`src/rtl/xws_pkg.sv`:
```
package xws_pkg;
  typedef enum logic [1:0] {
    W_BYTE = 2'd0,
    W_WORD = 2'd1,
    W_LONG = 2'd2,
    W_RSVD = 2'd3
  } width_e;

  typedef enum logic [1:0] {
    ST_IDLE = 2'd0,
    ST_XFER = 2'd1,
    ST_DONE = 2'd2
  } seq_st_e;
endpackage

```
`src/rtl/xws_beat_plan.sv`:
```
module xws_beat_plan
  import xws_pkg::*;
#(
  parameter int ADDR_W = 16,
  parameter int MEM_DW = 16,
  parameter int IO_DW  = 8,
  localparam int LW    = 2 * MEM_DW,
  localparam int PBEAT = LW / IO_DW,
  localparam int BW    = $clog2(PBEAT)
) (
  input  logic              is_port_i,
  input  logic [1:0]        width_i,
  input  logic [ADDR_W-1:0] addr_i,
  input  logic [LW-1:0]     wdata_i,
  input  logic [BW-1:0]     beat_i,
  output logic [ADDR_W-1:0] addr_o,
  output logic [MEM_DW-1:0] mem_wdata_o,
  output logic [IO_DW-1:0]  io_wdata_o,
  output logic              byte_o,
  output logic              last_o
);
  localparam int WBEAT = MEM_DW / IO_DW;

  logic [ADDR_W-1:0] base;
  logic [ADDR_W-1:0] step;
  logic [LW-1:0]     mem_sh;
  logic [LW-1:0]     io_sh;
  logic [BW-1:0]     last_idx;
  logic              is_long;

  assign is_long = (width_i == W_LONG) || (width_i == W_RSVD);
  assign byte_o  = (width_i == W_BYTE);

  always_comb begin
    if (is_port_i || byte_o) base = addr_i;
    else                     base = {addr_i[ADDR_W-1:1], 1'b0};
    step = '0;
    if (is_port_i) step[BW-1:0] = beat_i;
    else           step[BW:1]   = beat_i;
  end

  assign addr_o = base + step; // wraps in ADDR_W

  always_comb begin
    mem_sh = wdata_i;
    if (is_long && beat_i == '0) mem_sh = wdata_i >> MEM_DW;
    else if (byte_o)             mem_sh = {{(LW-IO_DW){1'b0}}, wdata_i[IO_DW-1:0]};
  end
  assign mem_wdata_o = mem_sh[MEM_DW-1:0];

  assign io_sh      = wdata_i >> (IO_DW * int'(beat_i));
  assign io_wdata_o = io_sh[IO_DW-1:0];

  always_comb begin
    last_idx = '0;
    if (is_port_i) begin
      if (is_long)                last_idx = BW'(PBEAT - 1);
      else if (width_i == W_WORD) last_idx = BW'(WBEAT - 1);
    end else if (is_long) begin
      last_idx = BW'(1);
    end
  end
  assign last_o = (beat_i == last_idx);
endmodule

```
`src/rtl/xws_rd_assemble.sv`:
```
module xws_rd_assemble
  import xws_pkg::*;
#(
  parameter int MEM_DW = 16,
  parameter int IO_DW  = 8,
  localparam int LW    = 2 * MEM_DW,
  localparam int PBEAT = LW / IO_DW,
  localparam int BW    = $clog2(PBEAT)
) (
  input  logic              clk_i,
  input  logic              rst_ni,
  input  logic              clr_i,
  input  logic              cap_i,
  input  logic              is_port_i,
  input  logic [1:0]        width_i,
  input  logic [BW-1:0]     beat_i,
  input  logic [MEM_DW-1:0] mem_rdata_i,
  input  logic [IO_DW-1:0]  io_rdata_i,
  output logic [LW-1:0]     acc_o
);
  logic [PBEAT-1:0] lane_hit;

  for (genvar g = 0; g < PBEAT; g++) begin : g_lane
    assign lane_hit[g] = (beat_i == BW'(g));
  end

  always_ff @(posedge clk_i or negedge rst_ni) begin
    if (!rst_ni) begin
      acc_o <= '0;
    end else if (clr_i) begin
      acc_o <= '0;
    end else if (cap_i) begin
      if (is_port_i) begin
        for (int i = 0; i < PBEAT; i++)
          if (lane_hit[i]) acc_o[i*IO_DW +: IO_DW] <= io_rdata_i;
      end else begin
        case (width_i)
          W_BYTE: acc_o <= {{(LW-IO_DW){1'b0}}, mem_rdata_i[IO_DW-1:0]};
          W_WORD: acc_o <= {{MEM_DW{1'b0}}, mem_rdata_i};
          default: begin
            if (beat_i == '0) acc_o[LW-1:MEM_DW] <= mem_rdata_i;
            else              acc_o[MEM_DW-1:0]  <= mem_rdata_i;
          end
        endcase
      end
    end
  end
endmodule

```
`src/rtl/xws_seq.sv`:
```
module xws_seq
  import xws_pkg::*;
#(
  parameter int ADDR_W = 16,
  parameter int MEM_DW = 16,
  parameter int IO_DW  = 8,
  parameter int MODE_W = 2,
  localparam int LW    = 2 * MEM_DW,
  localparam int PBEAT = LW / IO_DW,
  localparam int BW    = $clog2(PBEAT)
) (
  input  logic              clk_i,
  input  logic              rst_ni,
  input  logic              req_valid_i,
  output logic              req_ready_o,
  input  logic              req_is_port_i,
  input  logic [1:0]        req_width_i,
  input  logic              req_write_i,
  input  logic [ADDR_W-1:0] req_addr_i,
  input  logic [LW-1:0]     req_wdata_i,
  input  logic [MODE_W-1:0] req_mode_i,
  output logic              done_o,
  output logic [LW-1:0]     rdata_o,
  output logic              mem_valid_o,
  output logic              mem_write_o,
  output logic              mem_byte_o,
  output logic [ADDR_W-1:0] mem_addr_o,
  output logic [MEM_DW-1:0] mem_wdata_o,
  input  logic [MEM_DW-1:0] mem_rdata_i,
  input  logic              mem_ready_i,
  output logic              io_valid_o,
  output logic              io_write_o,
  output logic [ADDR_W-1:0] io_addr_o,
  output logic [IO_DW-1:0]  io_wdata_o,
  input  logic [IO_DW-1:0]  io_rdata_i,
  input  logic              io_ready_i
);
  seq_st_e           st_q;
  logic              port_q, write_q;
  logic [1:0]        width_q;
  logic [ADDR_W-1:0] addr_q;
  logic [LW-1:0]     wdata_q;
  logic [BW-1:0]     beat_q;

  logic              accept, suppress, hs, last;
  logic [ADDR_W-1:0] beat_addr;
  logic              beat_byte;

  assign req_ready_o = (st_q == ST_IDLE);
  assign accept      = req_valid_i && req_ready_o;
  assign suppress    = req_is_port_i && (req_mode_i != '0);
  assign hs          = (st_q == ST_XFER) && (port_q ? io_ready_i : mem_ready_i);

  always_ff @(posedge clk_i or negedge rst_ni) begin
    if (!rst_ni) begin
      st_q    <= ST_IDLE;
      port_q  <= 1'b0;
      write_q <= 1'b0;
      width_q <= '0;
      addr_q  <= '0;
      wdata_q <= '0;
      beat_q  <= '0;
    end else begin
      case (st_q)
        ST_IDLE: if (accept) begin
          port_q  <= req_is_port_i;
          write_q <= req_write_i;
          width_q <= req_width_i;
          addr_q  <= req_addr_i;
          wdata_q <= req_wdata_i;
          beat_q  <= '0;
          st_q    <= suppress ? ST_DONE : ST_XFER;
        end
        ST_XFER: if (hs) begin
          if (last) st_q   <= ST_DONE;
          else      beat_q <= beat_q + 1'b1;
        end
        default: st_q <= ST_IDLE;
      endcase
    end
  end

  xws_beat_plan #(.ADDR_W(ADDR_W), .MEM_DW(MEM_DW), .IO_DW(IO_DW)) u_plan (
    .is_port_i   (port_q),
    .width_i     (width_q),
    .addr_i      (addr_q),
    .wdata_i     (wdata_q),
    .beat_i      (beat_q),
    .addr_o      (beat_addr),
    .mem_wdata_o (mem_wdata_o),
    .io_wdata_o  (io_wdata_o),
    .byte_o      (beat_byte),
    .last_o      (last)
  );

  xws_rd_assemble #(.MEM_DW(MEM_DW), .IO_DW(IO_DW)) u_asm (
    .clk_i       (clk_i),
    .rst_ni      (rst_ni),
    .clr_i       (accept),
    .cap_i       (hs && !write_q),
    .is_port_i   (port_q),
    .width_i     (width_q),
    .beat_i      (beat_q),
    .mem_rdata_i (mem_rdata_i),
    .io_rdata_i  (io_rdata_i),
    .acc_o       (rdata_o)
  );

  assign mem_valid_o = (st_q == ST_XFER) && !port_q;
  assign io_valid_o  = (st_q == ST_XFER) && port_q;
  assign mem_write_o = write_q;
  assign io_write_o  = write_q;
  assign mem_byte_o  = beat_byte;
  assign mem_addr_o  = beat_addr;
  assign io_addr_o   = beat_addr;
  assign done_o      = (st_q == ST_DONE);
endmodule

```
`config.mk`:
```
export PLATFORM = sky130hd
export DESIGN_NAME = xws_seq
export DESIGN_NICKNAME = d
export VERILOG_FILES = /design/src/rtl/xws_pkg.sv /design/src/rtl/xws_beat_plan.sv /design/src/rtl/xws_rd_assemble.sv /design/src/rtl/xws_seq.sv
export SDC_FILE = /design/constraint.sdc
export NUM_CORES = 1
export LEC_CHECK = 0
export BUFFER_PORTS_ARGS = -buffer_cell sky130_fd_sc_hd__buf_2
export CORE_MARGIN = 2
export CORE_UTILIZATION = 55
export CTS_CLUSTER_SIZE = 20
export DETAILED_ROUTE_END_ITERATION = 6
export GPL_ROUTABILITY_DRIVEN = 0
export GPL_TIMING_DRIVEN = 0
export PLACE_DENSITY = 0.84
export SLEW_MARGIN = 20
export SYNTH_ARGS = -nofsm -noshare
export SYNTH_HDL_FRONTEND = slang
export SYNTH_HIERARCHICAL = 1
export SYNTH_SLANG_ARGS = --single-unit
```
`constraint.sdc`:
```
create_clock -name clk_i -period 6.7 [get_ports clk_i]
set_input_delay 0.335 -clock clk_i [delete_from_list [all_inputs] [get_ports clk_i]]
set_output_delay 0.335 -clock clk_i [all_outputs]
set_load 0.01 [all_outputs]
```
# ---- Word-level counts from Yosys, hierarchy flattened
# Cells that the tools add are included.
dict set report op_classes {
  bitwise 0
  n_mul 0
  muxes 30
  n_shift 1
  addsub 2
  div 0
  n_eq_ne 18
  n_reduce_logical 25
  magnitude_cmp 0
}
# cell n
set ops {}
lappend ops {{2-to-1 mux 32 bit} 3}
lappend ops {{2-to-1 mux 16 bit} 4}
lappend ops {{case mux 32 bit (2 select lines)} 1}
lappend ops {{2-to-1 mux 8 bit} 4}
lappend ops {{>> shifter 32 x 5 -> 8 bit} 1}
lappend ops {{2-to-1 mux 2 bit} 9}
lappend ops {{adder 16 x 3 -> 16 bit} 1}
lappend ops {{AND reduction 3 bit} 5}
lappend ops {{!= test 3 x 1 -> 1 bit, second input constant} 4}
lappend ops {{== test 2 bit, second input constant} 5}
lappend ops {{case mux 2 bit (2 select lines)} 2}
lappend ops {{logical AND 1 bit} 7}
lappend ops {{2-to-1 mux 1 bit} 7}
lappend ops {{== test 2 x 1 -> 1 bit, second input constant} 3}
lappend ops {{zero test 2 bit} 3}
lappend ops {{!= test 2 bit, second input constant} 3}
lappend ops {{nonzero test 2 bit} 3}
lappend ops {{!= test 5 bit, second input constant} 1}
lappend ops {{nonzero test 5 bit} 1}
lappend ops {{AND reduction 4 bit} 1}
lappend ops {{adder 2 x 1 -> 2 bit, second input constant} 1}
lappend ops {{== test 2 bit} 1}
lappend ops {{zero test 1 bit} 2}
lappend ops {{logical OR 1 bit} 2}
lappend ops {{other kinds (2)} 2}
dict set report totals {
  elab_cells 87
  regBits 88
  latch_bits 0
  output_inout_bits 95
  romBits 0
  mem_bits_rw 0
  inputBits 83
  mem_count 0
}

# ---- Longest topological paths before layout
dict set report depth {
  word_depth 8
  mapped_depth 12
  ltp_nobuf 10
}

# ---- Modules after synthesis
# Netlist, hierarchy kept.
# mod area_each_um2 instances seq_area_each_um2 cells_per_inst
set by_module_without_submodules {}
lappend by_module_without_submodules {xws_seq 2595.0 1 1401.3 160}
lappend by_module_without_submodules {xws_rd_assemble 1883.1 1 800.8 183}
lappend by_module_without_submodules {xws_beat_plan 840.8 1 0.0 127}

# ---- Worst setup path before layout
# OpenSTA, ideal clock, no wires.
dict set report synth_timing {
  kind {register -> output}
  startpoint {register width_q[1]}
  endpoint {output mem_addr_o[12]}
  arrival_time_ps 2801
  path_slack_ps 3564
  stages_incl_launch_ff 13
  n_path_buf 2
  required_time_ps 6365
  path_cell_list {dfrtp_1 or2_2 clkbuf_1 inv_1 o21a_1 ha_1 inv_1 fa_1 nor2b_1 o2111ai_1 nor3_1 xor2_1 buf_4}
}
dict set report synth_via {
  elab_chain_len 4
}
# element line
set synth_lines {}
lappend synth_lines {{from (decl)} xws_seq.sv:40} ;# logic [1:0] width_q;
lappend synth_lines {{from (signal assigned)} xws_seq.sv:68} ;# width_q <= req_width_i;
lappend synth_lines {{zero test 2 bit} xws_beat_plan.sv:32} ;# assign byte_o = (width_i == W_BYTE);
lappend synth_lines {{named net mem_byte_o} xws_seq.sv:26} ;# output logic mem_byte_o,
lappend synth_lines {{logical OR 1 bit} xws_beat_plan.sv:35} ;# if (is_port_i || byte_o) base = addr_i;
lappend synth_lines {{2-to-1 mux 1 bit} xws_beat_plan.sv:35}
lappend synth_lines {{adder 16 x 3 -> 16 bit} xws_beat_plan.sv:42} ;# assign addr_o = base + step;
lappend synth_lines {{to (decl)} xws_seq.sv:27} ;# output logic [ADDR_W-1:0] mem_addr_o,
# The timed path passes the listed nets, and every way through them passes these cells.

# ---- Worst setup path after layout
dict set report layout_timing {
  startpoint {register beat_q[0]}
  endpoint {output mem_addr_o[14]}
}
dict set report layout_via {
  elab_chain_len 2
  elab_cells_between_ends 3
  cone_classes {add/sub (1); mux (2)}
}
# element line
set layout_lines {}
lappend layout_lines {{from (decl)} xws_seq.sv:43} ;# logic [BW-1:0] beat_q;
lappend layout_lines {{from (signal assigned)} xws_seq.sv:76} ;# else beat_q <= beat_q + 1'b1;
lappend layout_lines {{2-to-1 mux 1 bit} xws_beat_plan.sv:38} ;# if (is_port_i) step[BW-1:0] = beat_i;
lappend layout_lines {{adder 16 x 3 -> 16 bit (*)} xws_beat_plan.sv:42}
# Every way passes the cells marked *; elsewhere a longest branch is shown, timed or not.

==> impl_metrics.env <==
export IMPL_status="complete, no violations"
export IMPL_hold_depth=2
export IMPL_yosys_top_cells_area="dfrtp_1 (41%), mux2_4 (14%), mux2_2 (5.9%)"
export IMPL_cts_max_path_buffers=2
export IMPL_postCtsSetupBuffers=0
export IMPL_place_inst=777
export IMPL_worstSetupStartpointType="flop"
export IMPL_min_to="addr_q[8]"
export IMPL_rsz0062_at_grt="false"
export IMPL_finalSetupViolCount=0
export IMPL_synth_top_cell_area_share=0.414
export IMPL_worstMarginPinSlew_ns=0.635
export IMPL_worst_setup_path_type="reg -> out"
export IMPL_clkLatencyLatePin_ns=0.36
export IMPL_vias_per_cell=5.44
export IMPL_routed_wl_um=13300
export IMPL_fin_hold_ws_ns=0.193
export IMPL_reg2reg_depth=6
export IMPL_antenna_found_initial=0
export IMPL_fp_coreArea_um2=9330
export IMPL_synth_compound_area_frac=0.0720
export IMPL_num_vias=4312
export IMPL_finClkSkew_ns=0.0127
export IMPL_postRouteAntennaNets=0
export IMPL_synth_common_cells="dfrtp_1 (88), nand2_1 (55), mux2_4 (49)"
export IMPL_die_h_um=102
export IMPL_crit_arrival_ns=3.67
export IMPL_io_pin_count=178
export IMPL_synthesis_area_um2=5320
export IMPL_internal_power_uw=2040
export IMPL_worstReg2RegStart="port_q"
export IMPL_synthCells=470
export IMPL_worst_ep_required_time_ns=6.36
export IMPL_min_period_ns=4.01
export IMPL_cts_root_buffer="clkbuf_8"
export IMPL_clock_sinks=88
export IMPL_routedWlPerCell_um=16.8
export IMPL_postSynthNetCount=557
export IMPL_syn_avg_cell_area_um2=11.3
export IMPL_grt_usage=0.259
export IMPL_p_per_area_nw_per_um2=520
export IMPL_min_from="req_addr_i[8]"
export IMPL_layout_worst_path_cycle_share=0.598
export IMPL_pwr_share_clk=0.117
export IMPL_cts_tree="built"
export IMPL_cts_resized=0
export IMPL_synth_warnings=6
export IMPL_fmax_mhz=250
export IMPL_switching_share=0.407
export IMPL_cp_max_fo=14
export IMPL_critPathCaptureType="output port"
export IMPL_yosysTopAreaCell="dfrtp_1"
export IMPL_yosysMostFrequentCell="dfrtp_1"
export IMPL_sequential_cell_area_um2=2200
export IMPL_synth_simple_area_share=0.150
export IMPL_clk_pin_slew_ns=0.10
export IMPL_p_switching_uw=1400
export IMPL_synth_ff_type="dfrtp_1"
export IMPL_drc=0
export IMPL_rows=35
export IMPL_nets=747
export IMPL_synthMuxAreaShare=0.250
export IMPL_dieWidth_um=102
export IMPL_leakagePower_uw=0.00336
export IMPL_finalPower_uw=3440
export IMPL_seq_area_frac_synth=0.414
export IMPL_h_tree_depth=3
export IMPL_r2r_end="u_asm/acc_o[17]"
export IMPL_routed_top_layer="met4"
export IMPL_cts_buffers_inserted=9
export IMPL_async_reset_ff_frac=1.00
export IMPL_yosys_area_share_adder=0.0108
export IMPL_drive_above_1_share=0.479
export IMPL_drt_first_pass_iters=4
export IMPL_seqPwrFrac=0.290
export IMPL_stdcell_count=793
export IMPL_ys_ff_latch=88
export IMPL_max_cap_violations=0
export IMPL_combPwrFrac=0.593
export IMPL_met2_length_um=6470
export IMPL_hp_class="in -> reg"
export IMPL_multi_input_area_um2=2700
export IMPL_vdd_ir_drop_max_uv=287
export IMPL_maxSlewHeadroom=0.577
export IMPL_r2r_slack_ns=3.91
export IMPL_synth_xor_area_frac=0.0247
export IMPL_wirelength_met1_um=5590
export IMPL_wl_met3_um=983
export IMPL_ys_types=50
export IMPL_initial_core_util=0.570
export IMPL_hold_viol=0
export IMPL_synth_top_family_by_area="multiplexers"
export IMPL_antenna_cells=0
export IMPL_grt_overflow_total=0
export IMPL_slew_violations=0
export IMPL_tns_ns=0
export IMPL_grt_pass1_vias=4368
export IMPL_grt_pass1_wl_um=21100
export IMPL_synth_edf_count=0
export IMPL_initialDrtViolationCount=196
export IMPL_fillers=705
export IMPL_io_buffers=177
export IMPL_hpwl_um=9980
export IMPL_synthToLayoutAreaGrowth_pct=24.4
export IMPL_ctsHoldBuffers=1
export IMPL_die_area_um2=10500
export IMPL_grt_max_degree=51
==> state kept, by name, summed over array words and instances (netlist names) <==
name,cells
addr_q,16
port_q,1
beat_q,2
width_q,2
st_q,2
u_asm/acc_o,32
io_write_o,1
wdata_q,32
==> through the flow <==
step / worst slack (ns) / cell area (um^2) / util
finish: 2.69 / 6620 / 0.709
global route: 2.43 / 6620 / 0.709
CTS: 2.72 / 6620 / 0.709
detailed placement: 3.13 / 6400 / 0.686
global placement: 3.23 / 6370 / 0.682
floorplan: 3.56 / 5320 / -
==> logic make-up (layout without fill, tap and decap cells) <==
family                   Yosys count  after routing
AND/OR/NAND/NOR                  147            147
adder cells (fa/ha/maj)            4              4
AO/OA/AOI/OAI                     56             56
flip-flops                        88             88
multiplexers                      95             95
XOR/XNOR                          15             15
buffers and inverters             65            259
==> cell type report <==
cell class,instances,area share
multi-input cells,317,0.408
flip-flops and latches,88,0.333
repair buffers,179,0.140
plain buffers,46,0.0520
well taps,129,0.0244
clock buffers,10,0.0193
clock inverters,5,0.0123
inverters,19,0.0108
==> worst max-delay path by stage <==
stage | start | to | slack, ns | depth (start not counted)
2_1_floorplan | width_q[1] | mem_addr_o[12] | 3.56 | 12
3_3_place_gp | beat_q[0] | mem_addr_o[12] | 3.23 | 11
3_5_place_dp | beat_q[0] | mem_addr_o[14] | 3.13 | 11
4_1_cts | beat_q[0] | mem_addr_o[14] | 2.72 | 11
5_1_grt | beat_q[0] | mem_addr_o[14] | 2.43 | 11
6_report | beat_q[0] | mem_addr_o[14] | 2.69 | 11
==> per-layer routing <==
metal / global-route usage / vias to the layer above
met5: 0 / -
met4: 0.0985 / 0
met3: 0.0602 / 24
met2: 0.425 / 189
met1: 0.336 / 2102
li1: - / 1997
==> power by group through the flow <==
stage          logic (uW)  clock network [uW]  registers, uW
2_1_floorplan        1400                   0            981
3_3_place_gp         1970                   0            989
3_5_place_dp         2030                   0           1000
4_1_cts              2040                 406            995
5_1_grt              2210                 432           1030
6_report             2040                 402            997
==> cell usage in the layout (no fill, tap or decap), types with 11 or more instances in the layout <==
master | netlist | layout
nand2_1 | 55 | 55
clkbuf_1 | 14 | 15
mux2_2 | 28 | 28
nand3_1 | 14 | 14
inv_1 | 19 | 19
nand2b_1 | 11 | 11
a21oi_1 | 27 | 27
buf_4 | 18 | 19
nor2b_1 | 13 | 13
buf_2 | 5 | 181
nand3b_1 | 17 | 17
mux2_4 | 49 | 49
dfrtp_1 | 88 | 88
==> worst max-delay path, stage by stage, from the launching register on <==
cell and delay, ns:
dfrtp_1 0.59, buf_1 0.54, and2_1 0.22, ha_1 0.20
inv_1 0.08, fa_1 0.41, nor2b_1 0.16, o2111ai_1 0.26
nor4_1 0.37, xnor2_1 0.21, buf_4 0.15, buf_2 0.11
(Power assumes the default switching activity.)
